--- src/rtl/cmdq_dec_pkg.sv ---
package cmdq_dec_pkg;

    typedef enum logic [3:0] {
        CL_NONE       = 4'd0,
        CL_PREFETCH   = 4'd1,
        CL_STE        = 4'd2,
        CL_STE_RANGE  = 4'd3,
        CL_CFG_ALL    = 4'd4,
        CL_CD         = 4'd5,
        CL_TLBI       = 4'd6,
        CL_DIRTY      = 4'd7,
        CL_ATC        = 4'd8,
        CL_PAGE_RESP  = 4'd9,
        CL_RESUME     = 4'd10,
        CL_STALL_TERM = 4'd11,
        CL_BARRIER    = 4'd12
    } cmd_class_e;

    typedef enum logic [1:0] {
        RK_NONE   = 2'd0,
        RK_RETRY  = 2'd1,
        RK_BUSERR = 2'd2,
        RK_SILENT = 2'd3
    } resume_kind_e;

    typedef enum logic [2:0] {
        EC_NONE       = 3'd0,
        EC_BAD_OP     = 3'd1,
        EC_SEC_DOMAIN = 3'd2,
        EC_BAD_SIGNAL = 3'd3
    } err_code_e;

    localparam int unsigned RANGE_W   = 5;
    localparam logic [RANGE_W-1:0] RANGE_GLOBAL = 5'd31;
    localparam logic [1:0] SIG_RESERVED = 2'b11;

endpackage

--- src/rtl/cmdq_dec_classify.sv ---
module cmdq_dec_classify
    import cmdq_dec_pkg::*;
#(
    parameter int unsigned OP_W = 8
) (
    input  logic [OP_W-1:0]    op,
    input  logic [RANGE_W-1:0] range_f,
    output logic               legal,
    output cmd_class_e         cls,
    output logic               names_stream
);

    always_comb begin
        legal        = 1'b1;
        cls          = CL_NONE;
        names_stream = 1'b0;
        case (op)
            8'h01, 8'h02: begin
                cls          = CL_PREFETCH;
                names_stream = 1'b1;
            end
            8'h03: begin
                cls          = CL_STE;
                names_stream = 1'b1;
            end
            8'h04: begin
                if (range_f == RANGE_GLOBAL) begin
                    cls = CL_CFG_ALL;
                end else begin
                    cls          = CL_STE_RANGE;
                    names_stream = 1'b1;
                end
            end
            8'h05, 8'h06, 8'h07: begin
                cls          = CL_CD;
                names_stream = 1'b1;
            end
            8'h10, 8'h11, 8'h12, 8'h13, 8'h18, 8'h1A,
            8'h20, 8'h21, 8'h22, 8'h23, 8'h28, 8'h2A, 8'h30,
            8'h50, 8'h51, 8'h52, 8'h53, 8'h58, 8'h5A, 8'h60: begin
                cls = CL_TLBI;
            end
            8'h70, 8'h73: cls = CL_DIRTY;
            8'h40: begin
                cls          = CL_ATC;
                names_stream = 1'b1;
            end
            8'h41: begin
                cls          = CL_PAGE_RESP;
                names_stream = 1'b1;
            end
            8'h44: begin
                cls          = CL_RESUME;
                names_stream = 1'b1;
            end
            8'h45: begin
                cls          = CL_STALL_TERM;
                names_stream = 1'b1;
            end
            8'h46: cls = CL_BARRIER;
            default: legal = 1'b0;
        endcase
    end

endmodule

--- src/rtl/cmdq_dec_fields.sv ---
module cmdq_dec_fields
    import cmdq_dec_pkg::*;
#(
    parameter int unsigned SID_W = 32
) (
    input  cmd_class_e         cls,
    input  logic [RANGE_W-1:0] range_f,
    input  logic [1:0]         sig_f,
    input  logic               act_f,
    input  logic               abt_f,
    output logic [SID_W-1:0]   sid_mask,
    output resume_kind_e       rkind,
    output logic [1:0]         sig_kind,
    output logic               sig_bad
);

    logic [SID_W-1:0] range_mask;

    // Bits strictly above the range field take part in the stream match.
    always_comb begin
        for (int i = 0; i < SID_W; i++) begin
            range_mask[i] = (i > int'(range_f));
        end
    end

    always_comb begin
        case (cls)
            CL_STE_RANGE: sid_mask = range_mask;
            CL_PREFETCH, CL_STE, CL_CD, CL_ATC, CL_PAGE_RESP,
            CL_RESUME, CL_STALL_TERM: sid_mask = '1;
            default: sid_mask = '0;
        endcase
    end

    always_comb begin
        rkind = RK_NONE;
        if (cls == CL_RESUME) begin
            if (act_f)      rkind = RK_RETRY;
            else if (abt_f) rkind = RK_BUSERR;
            else            rkind = RK_SILENT;
        end
    end

    always_comb begin
        sig_kind = 2'b00;
        sig_bad  = 1'b0;
        if (cls == CL_BARRIER) begin
            sig_kind = sig_f;
            sig_bad  = (sig_f == SIG_RESERVED);
        end
    end

endmodule

--- src/rtl/cmdq_decoder.sv ---
module cmdq_decoder
    import cmdq_dec_pkg::*;
#(
    parameter int unsigned SID_W = 32
) (
    input  logic             clk,
    input  logic             rst_n,
    input  logic             q_secure,
    input  logic             cmd_valid,
    output logic             cmd_ready,
    input  logic [7:0]       cmd_op,
    input  logic [SID_W-1:0] cmd_sid,
    input  logic [4:0]       cmd_range,
    input  logic             cmd_ssec,
    input  logic [1:0]       cmd_sig,
    input  logic             cmd_act,
    input  logic             cmd_abt,
    input  logic             disp_ready,
    output logic             disp_valid,
    output logic [3:0]       disp_class,
    output logic [7:0]       disp_op,
    output logic [SID_W-1:0] disp_sid,
    output logic [SID_W-1:0] disp_sid_mask,
    output logic [1:0]       disp_resume,
    output logic [1:0]       disp_sig,
    input  logic             err_clear,
    output logic             err_pulse,
    output logic [2:0]       err_code,
    output logic             err_secure,
    output logic             gerr_flag,
    output logic [2:0]       err_status
);

    typedef struct packed {
        logic             dv;
        cmd_class_e       cls;
        logic [7:0]       op;
        logic [SID_W-1:0] sid;
        logic [SID_W-1:0] mask;
        resume_kind_e     rk;
        logic [1:0]       sig;
        logic             ep;
        err_code_e        ec;
        logic             esec;
        logic             stall;
        err_code_e        stat;
    } dec_state_t;

    dec_state_t st_d, st_q;

    logic             op_legal;
    cmd_class_e       op_cls;
    logic             op_names_stream;
    logic [SID_W-1:0] f_mask;
    resume_kind_e     f_rk;
    logic [1:0]       f_sig;
    logic             f_sig_bad;

    cmdq_dec_classify #(.OP_W(8)) u_classify (
        .op           (cmd_op),
        .range_f      (cmd_range),
        .legal        (op_legal),
        .cls          (op_cls),
        .names_stream (op_names_stream)
    );

    cmdq_dec_fields #(.SID_W(SID_W)) u_fields (
        .cls      (op_cls),
        .range_f  (cmd_range),
        .sig_f    (cmd_sig),
        .act_f    (cmd_act),
        .abt_f    (cmd_abt),
        .sid_mask (f_mask),
        .rkind    (f_rk),
        .sig_kind (f_sig),
        .sig_bad  (f_sig_bad)
    );

    assign cmd_ready = disp_ready && !st_q.stall;

    always_comb begin
        err_code_e verdict;
        st_d    = st_q;
        st_d.dv = 1'b0;
        st_d.ep = 1'b0;
        st_d.ec = EC_NONE;
        verdict = EC_NONE;

        if (err_clear) begin
            st_d.stall = 1'b0;
            st_d.stat  = EC_NONE;
        end

        if (cmd_valid && cmd_ready) begin
            if (!op_legal)
                verdict = EC_BAD_OP;
            else if (!q_secure && cmd_ssec && op_names_stream)
                verdict = EC_SEC_DOMAIN;
            else if (f_sig_bad)
                verdict = EC_BAD_SIGNAL;

            if (verdict == EC_NONE) begin
                st_d.dv   = 1'b1;
                st_d.cls  = op_cls;
                st_d.op   = cmd_op;
                st_d.sid  = cmd_sid;
                st_d.mask = f_mask;
                st_d.rk   = f_rk;
                st_d.sig  = f_sig;
            end else begin
                st_d.ep    = 1'b1;
                st_d.ec    = verdict;
                st_d.esec  = q_secure;
                st_d.stall = 1'b1;
                st_d.stat  = verdict;
            end
        end
    end

    always_ff @(posedge clk or negedge rst_n) begin
        if (!rst_n) st_q <= '0;
        else        st_q <= st_d;
    end

    assign disp_valid    = st_q.dv;
    assign disp_class    = st_q.cls;
    assign disp_op       = st_q.op;
    assign disp_sid      = st_q.sid;
    assign disp_sid_mask = st_q.mask;
    assign disp_resume   = st_q.rk;
    assign disp_sig      = st_q.sig;
    assign err_pulse     = st_q.ep;
    assign err_code      = st_q.ec;
    assign err_secure    = st_q.esec;
    assign gerr_flag     = st_q.stall;
    assign err_status    = st_q.stat;


    disp_after_hs_chk: assert property (@(posedge clk) disable iff (!rst_n)
        disp_valid |-> $past(cmd_valid && cmd_ready));


    disp_err_excl_chk: assert property (@(posedge clk) disable iff (!rst_n)
        !(disp_valid && err_pulse));


    err_code_set_chk: assert property (@(posedge clk) disable iff (!rst_n)
        err_pulse |-> (err_code != 3'd0 && err_status == err_code));


    err_stall_chk: assert property (@(posedge clk) disable iff (!rst_n)
        err_pulse |-> (!cmd_ready && gerr_flag));


    clear_release_chk: assert property (@(posedge clk) disable iff (!rst_n)
        ($past(err_clear) && $past(gerr_flag)) |-> !gerr_flag);


    global_mask_chk: assert property (@(posedge clk) disable iff (!rst_n)
        (disp_valid && disp_class == 4'd4) |-> (disp_sid_mask == '0));

endmodule

--- config.mk ---
export PLATFORM = sky130hd
export DESIGN_NAME = cmdq_decoder
export DESIGN_NICKNAME = d
export VERILOG_FILES = /design/src/rtl/cmdq_dec_pkg.sv /design/src/rtl/cmdq_dec_classify.sv /design/src/rtl/cmdq_dec_fields.sv /design/src/rtl/cmdq_decoder.sv
export SDC_FILE = /design/constraint.sdc
export NUM_CORES = 1
export LEC_CHECK = 0
export BUFFER_PORTS_ARGS = -buffer_cell sky130_fd_sc_hd__buf_4
export CORE_UTILIZATION = 50
export DETAILED_ROUTE_END_ITERATION = 6
export GPL_ROUTABILITY_DRIVEN = 0
export PLACE_DENSITY = 0.81
export SETUP_SLACK_MARGIN = 0.15
export SYNTH_ARGS = -nofsm -noshare
export SYNTH_HDL_FRONTEND = slang
export SYNTH_SLANG_ARGS = --single-unit
--- constraint.sdc ---
create_clock -name clk -period 2.8 [get_ports clk]
set_clock_uncertainty 0.15 [all_clocks]
set_input_delay 0.84 -clock clk [delete_from_list [all_inputs] [get_ports clk]]
set_output_delay 0.84 -clock clk [all_outputs]
set_load 0.01 [all_outputs]
Yosys cells after proc, flatten, opt, wreduce, memory -nomap -nowiden --
Cells that the tools add are included.
Operators by class: magnitude comparators 31, equal/unequal tests 45, muxes and demuxes 19, bitwise operators 1, reductions and logical operators 16
Operators with widths (number):
- 8-bit by 7-bit == test with 1-bit output (second input constant) | 14
- 90-bit two-way mux | 1
- 81-bit two-way mux | 1
- 5-bit > comparator (first input constant) | 16
- 32-bit case mux with 2 select lines | 1
- 8-bit by 6-bit == test with 1-bit output (second input constant) | 7
- 8-bit by 5-bit == test with 1-bit output (second input constant) | 6
- 4-bit case mux with 11 select lines | 1
- 4-bit by 5-bit > comparator with 1-bit output (first input constant) | 8
- 34-bit OR reduction | 1
- 8-bit by 3-bit == test with 1-bit output (second input constant) | 4
- 4-bit == test (second input constant) | 5
- 3-bit by 5-bit > comparator with 1-bit output (first input constant) | 4
- 20-bit OR reduction | 1
- 8-bit by 2-bit == test with 1-bit output (second input constant) | 2
- 2-bit two-way mux | 6
- 2-bit by 5-bit > comparator with 1-bit output (first input constant) | 2
- 10-bit OR reduction | 1
- 9-bit two-way mux | 1
- 4-bit by 2-bit == test with 1-bit output (second input constant) | 2
- 8-bit by 1-bit == test with 1-bit output (second input constant) | 1
- 7-bit OR reduction | 1
- 3-bit two-way mux | 2
- 5-bit == test (second input constant) | 1
- 14 further kinds | 23
Word-level totals: register bits after elaboration 90, bits of input ports 56, output and inout bits 91, logic and storage cells 124

Depth between registers and ports, before layout --
depth after elaboration 12, depth in mapped cells 10, mapped depth without buffers 6

Hierarchy --
Synthesis repeated with hierarchy kept, for this count alone.
Unflattened totals: cells, all modules 380, area, all modules 4523.1 sq um
Modules (own cells, without submodules):
- cmdq_decoder | times used 1, cells each 204, area an instance 3393.3 sq um, sequential area each 2227.1 sq um
- cmdq_dec_fields | times used 1, cells each 103, area an instance 645.6 sq um, sequential area each 0.0 sq um
- cmdq_dec_classify | times used 1, cells each 73, area an instance 484.2 sq um, sequential area each 0.0 sq um

Worst setup path before layout --
OpenSTA, ideal clock, no wires.
path kind input-to-reg, from input port cmd_op[3], to register st_q (netlist bit disp_class[3]), library setup time 0.128 ns, arrival time 2.979 ns, required time 2.522 ns, setup slack -0.456 ns, cell stages on the path 9, path buffers 3, cell sequence or4_1 buf_2 a31oi_1 o21ai_1 and3_1 buf_2 nor4_4 buf_6 mux2_1
Between the ends: cells in the longest elaborated chain, start to end 11, elaborated cells between the ends (all ways) 52, those cells by class eq/ne (35); mux (8); reduce/logical (9)
RTL lines:
- start: declaration | RTL line cmdq_decoder.sv:11 | input logic [7:0] cmd_op,
- 8-bit by 5-bit == test with 1-bit output (tied with other cells) | RTL line cmdq_dec_classify.sv:17 | case (op)
- 20-bit OR reduction (tied with other cells) | RTL line cmdq_dec_classify.sv:17
- 4-bit case mux with 11 select lines | RTL line cmdq_dec_classify.sv:17
- 4-bit == test | RTL line cmdq_dec_fields.sv:47 | if (cls == CL_BARRIER) begin
- 1-bit two-way mux | RTL line cmdq_dec_fields.sv:47
- 2-bit two-way mux | RTL line cmdq_decoder.sv:99 | else if (f_sig_bad)
- 2-bit two-way mux | RTL line cmdq_decoder.sv:97 | else if (!q_secure && cmd_ssec && op_names_stream)
- 2-bit two-way mux | RTL line cmdq_decoder.sv:95 | if (!op_legal)
- 3-bit two-way mux | RTL line cmdq_decoder.sv:94 | if (cmd_valid && cmd_ready) begin
- 3-bit zero test | RTL line cmdq_decoder.sv:102 | if (verdict == EC_NONE) begin
- 2-bit AND reduction (no source line)
- end signal: assignment | RTL line cmdq_decoder.sv:122 | else st_q <= st_d;
- end: declaration | RTL line cmdq_decoder.sv:49 | dec_state_t st_d, st_q;
Parallel ways exist; a longest one is shown, timed or not. The select of a mux whose other input is x is not followed. A chain may end at the register's enable or synchronous reset.

Final worst setup path --
from input port cmd_op[3], to register st_q (netlist bit disp_sid[8])
Between the ends: cells in the longest elaborated chain, start to end 11, elaborated cells between the ends (all ways) 52, those cells by class eq/ne (35); mux (8); reduce/logical (9)
RTL lines (RTL line):
- 8-bit by 5-bit == test with 1-bit output (tied with other cells) | cmdq_dec_classify.sv:17
- 20-bit OR reduction (tied with other cells) | cmdq_dec_classify.sv:17
- 4-bit case mux with 11 select lines | cmdq_dec_classify.sv:17
- 4-bit == test | cmdq_dec_fields.sv:47
- 1-bit two-way mux | cmdq_dec_fields.sv:47
- 2-bit two-way mux | cmdq_decoder.sv:99
- 2-bit two-way mux | cmdq_decoder.sv:97
- 2-bit two-way mux * | cmdq_decoder.sv:95
- 3-bit two-way mux * | cmdq_decoder.sv:94
- 3-bit zero test * | cmdq_decoder.sv:102
- 2-bit AND reduction (no source line) *
Mark *: on every way between the ends. The rest lies on a longest branch, timed or not. The select of a mux whose other input is x is not followed.

==> results.md <==
Logic synthesis:
- The post-synthesis area per instance is 11.7 um2.
- Of all flip-flops after synthesis, the portion carrying an async set or reset was 1.00.
- The number of flops mapped to enable cells by yosys is 0.
- By count the netlist is led by dfrtp_1 (89), mux2_1 (64), o21ai_0 (22).
- The Yosys step of the flow raised 0 warnings.
- The post-synthesis cell type count is 52.
- The cell with the most instances after synthesis is dfrtp_1.
- Yosys attributes the largest share of cell area to dfrtp_1 (53%), mux2_1 (17%), o21ai_0 (2.6%).
- The post-synthesis net count is 414.
- The most used flip-flop cell after synthesis is dfrtp_1.
- The share of synthesized area in the top cell type comes to 0.533.
- After synthesis the netlist holds a flip-flop and latch count of 89.
- The post-synthesis cell area is 4180 um2.
- The biggest area contributor in the post-synthesis netlist is dfrtp_1.
- The post-synthesis sequential area ratio is 0.533.
- Synthesis produced 358 cells.

GRT:
- The global-route congestion overflow total is 0.
- The largest net degree at the start of global routing is 61.
- The number of antenna violations at the first check in global routing was 0.
- Across every metal layer, demand over resource in global routing totals 0.249.
- The first global-routing pass estimated 16.7 mm of wire.
- The number of global-route vias before repair is 3407.

Worst setup path:
- The highest fanout seen on the critical path is 9.
- The required time of the critical path is 2.89 ns.
- The type of the worst setup path is input pin to register.
- The critical path starts at cmd_op[3].
- The reg-to-reg critical path startpoint is gerr_flag$_DFF_PN0_.
- The worst setup path endpoint is disp_sid[8]$_DFFE_PN0P_.
- For the worst setup path, the data arrival time is 2.98 ns.
- Counting cells, the worst reg-to-reg path comes to 6.
- The maximum single-stage delay on the critical path is 0.59 ns.
- Setup slack on the worst reg-to-reg path comes out at 0.62 ns.
- In this run the critical register-to-register path is captured at disp_sid[8]$_DFFE_PN0P_.
- Walking the worst path, the cells encountered are buf_8, or4_4, o31ai_2, a221oi_2, nor3b_4, nor4_4, buf_4, buf_8, mux2_1.
- The kind of capture point of the worst setup path is a register.
- STA classifies the critical path startpoint as an input pin.
- On the critical path, the stage with the largest delay is an instance of or4_4.
- The critical path's most frequent cell is buf_8.

Placement:
- Detailed placement ended at an HPWL of 7.63 mm.
- Including well taps, the total number of placed cells is 625.
- Before CTS, the worst setup slack after placement is -0.478 ns.
- The total cell area at the placement stage is 5670 um2.
- During placement, the flow inserted port buffers numbering 145.

Clocking:
- The clock input transition at the sequential cells of the worst setup and hold paths is 0.09 ns.
- Counting along the longest clock path gives a buffer depth of 2.
- The deepest level of the CTS H-tree is 3.
- For the worst-skew pair, the clock arrives at the later sink with an insertion delay of 0.34 ns.
- The number of buffers added by the clock tree synthesis step is 9.
- In this run the clock root is driven by a clkbuf_8.
- The CTS tree is yes.
- Clock tree synthesis found a total of 89 sinks.

Timing:
- The number of failing setup endpoints in the final timing report is 65.
- In the finished design, the share of the clock period the worst path needs comes to 1.03.
- The peak clock frequency supported by timing is 346 MHz.
- After layout, the worst setup slack is -0.0905 ns.
- The number of hold violations in the final report is 0.
- After routing, the total negative slack on setup checks comes to -3.85 ns.
- Setup repair after global routing could not meet its margin everywhere.
- The post-route minimum period is 2.89 ns.
- The number of pins with negative max-slew slack in the final report is 0.

Routing:
- The final routed wire length divided by cell count is 17.9 um.
- In this run the remaining antenna-violating nets after routing total 0.
- The number of DRC violations after detailed routing is 0.
- Wires add up to 11.6 mm.
- The number of vias per cell is 5.54.
- The violation count after the first detailed-routing iteration is 188.
- The first detailed-routing pass ran for 4 iterations.
- The detailed-route via count is 3594.

Finish:
- The antenna diode count is 0.
- The fraction of layout instances using a drive strength above 1 is 0.457.
- The filler-free cell count of the finished design is 649.
- The area of all placed cells without fillers is 6130 um2.
- The post-synthesis to final-layout area growth is 46.8%.
- The final layout net count is 598.
- The fill cell total of the finished layout is 494.

Floorplan:
- The initial cell density of the core is 0.530.
- In this run the horizontal extent of the chip is 93.4 um.
- The die covers 8730 um2.
- The placement row count is 32.
- The number of top-level design ports is 147.
- The area of the placeable core is 7890 um2.
- The vertical die dimension is 93.4 um.

Pwr:
- Of the total power, combinational logic draws 0.307.
- Of the total power, the share spent switching nets is 0.298.
- The relative contribution of sequential cells to total power is 0.441.
- The reported leakage power is 0.00307 uW.
- The power density over the cells is 651 nW/um2.
- Cell internal power was estimated by the tool at 2800 uW.
- Summing internal, switching and leakage power gives 3990 uW.
- The maximum vdd ir drop is 0.390 mV.
- Of the total power, the clock network draws 0.253.
- For this design the total switching power over the nets is 1190 uW.

Outcome:
- The checks that failed: negative setup slack.
- The flow ran to the end, but the final reports show violations.

Min path:
- The path category of the worst min-delay check is input pin to async pin.

Flow run:
- The number of maximum-capacitance violations is 0.
-- power by group through the flow --
stage / Sequential [uW] / Combinational (uW) / Clock [uW]
2_1_floorplan: 1890 / 354 / 0
3_3_place_gp: 1750 / 1140 / 0
3_5_place_dp: 1770 / 1180 / 0
4_1_cts: 1750 / 1190 / 1020
5_1_grt: 1790 / 1310 / 1080
6_report: 1760 / 1220 / 1010
-- how the worst min path moves through the flow --
stage                            startpoint                           end  slack [ns]  cells past startpoint
2_1_floorplan     disp_class[1]$_DFFE_PN0P_     disp_class[1]$_DFFE_PN0P_        0.38                      1
3_3_place_gp   disp_sid_mask[3]$_DFFE_PN0P_  disp_sid_mask[3]$_DFFE_PN0P_        0.32                      1
3_5_place_dp      disp_class[2]$_DFFE_PN0P_     disp_class[2]$_DFFE_PN0P_        0.33                      1
4_1_cts                               rst_n    disp_resume[0]$_DFFE_PN0P_        0.27                      1
5_1_grt                               rst_n      disp_sid[31]$_DFFE_PN0P_        0.27                      1
6_report                              rst_n      disp_sid[31]$_DFFE_PN0P_        0.25                      1
-- metrics by stage --
stage	util	hold slack, ns
6_report	0.777	0.250
3_3_place_gp	0.719	0.319
3_5_place_dp	0.719	0.326
2_1_floorplan	-	0.379
4_1_cts	0.759	0.266
5_1_grt	0.777	0.268
-- worst max-delay path: cells and delay by family --
family	cells	cell delay, ns
muxes	1	0.32
buffers and inverters	3	0.40
and+or+nand+nor	3	0.96
AOI/OAI and AO/OA	2	0.45
-- placed cells by master (no fill, tap or decap), drive strengths merged, types with 3 or more instances in the layout --
cell type | synthesis | final
buf | 13 | 196
mux2 | 65 | 65
nor2b | 9 | 9
nor3 | 7 | 7
a2bb2oi | 3 | 3
nand2 | 15 | 15
inv | 18 | 21
and2 | 4 | 4
nor2 | 14 | 14
o31ai | 3 | 3
mux2i | 6 | 6
clkbuf | 13 | 13
nand4 | 4 | 4
a21oi | 16 | 16
o21ai | 24 | 24
dfrtp | 89 | 89
o22ai | 8 | 8
nand3 | 4 | 4
and3 | 4 | 4
nand2b | 3 | 3
o21a | 4 | 4
nor3b | 3 | 3
nor4 | 4 | 4
-- area by class of cell --
cell class | count | area (um2) | share of cell area
Clock buffer | 10 | 128 | 0.0208
Multi-Input combinational cell | 225 | 1870 | 0.305
Timing Repair Buffer | 199 | 1610 | 0.263
Sequential cell | 89 | 2230 | 0.363
Inverter | 18 | 67.6 | 0.0110
Clock inverter | 6 | 97.6 | 0.0159
Tap cell | 102 | 128 | 0.0208
-- layer usage --
metal | vias to the layer above | track usage | wire length [um]
met4 | 0 | 0.0692 | 174
li1 | 1639 | - | -
met3 | 19 | 0.0577 | 667
met5 | - | 0 | 0
met1 | 1789 | 0.318 | 4620
met2 | 147 | 0.425 | 6140
-- state kept, by name, summed over array words and instances (netlist names) --
signal,cells
disp_class,4
disp_op,8
disp_resume,2
disp_sid,32
disp_sid_mask,32
disp_sig,2
disp_valid,1
err_code,2
err_pulse,1
err_secure,1
err_status,3
gerr_flag,1
-- timing repair --
item,CTS,global route
hold buffers,0,0
gates resized for setup,15,17
setup endpoints to repair,81,86
endpoints found under the hold margin,0,0
setup buffers,2,2
cloned,1,3
-- logic make-up after synthesis --
logic type	count (synthesis)	share of synthesized area
compound gates	74	0.111
buf+inv	44	0.0566
flops	89	0.533
mux	71	0.190
other cells	1	0.000898
simple gates	79	0.108
No activity file was read; power rests on OpenSTA's default activity.
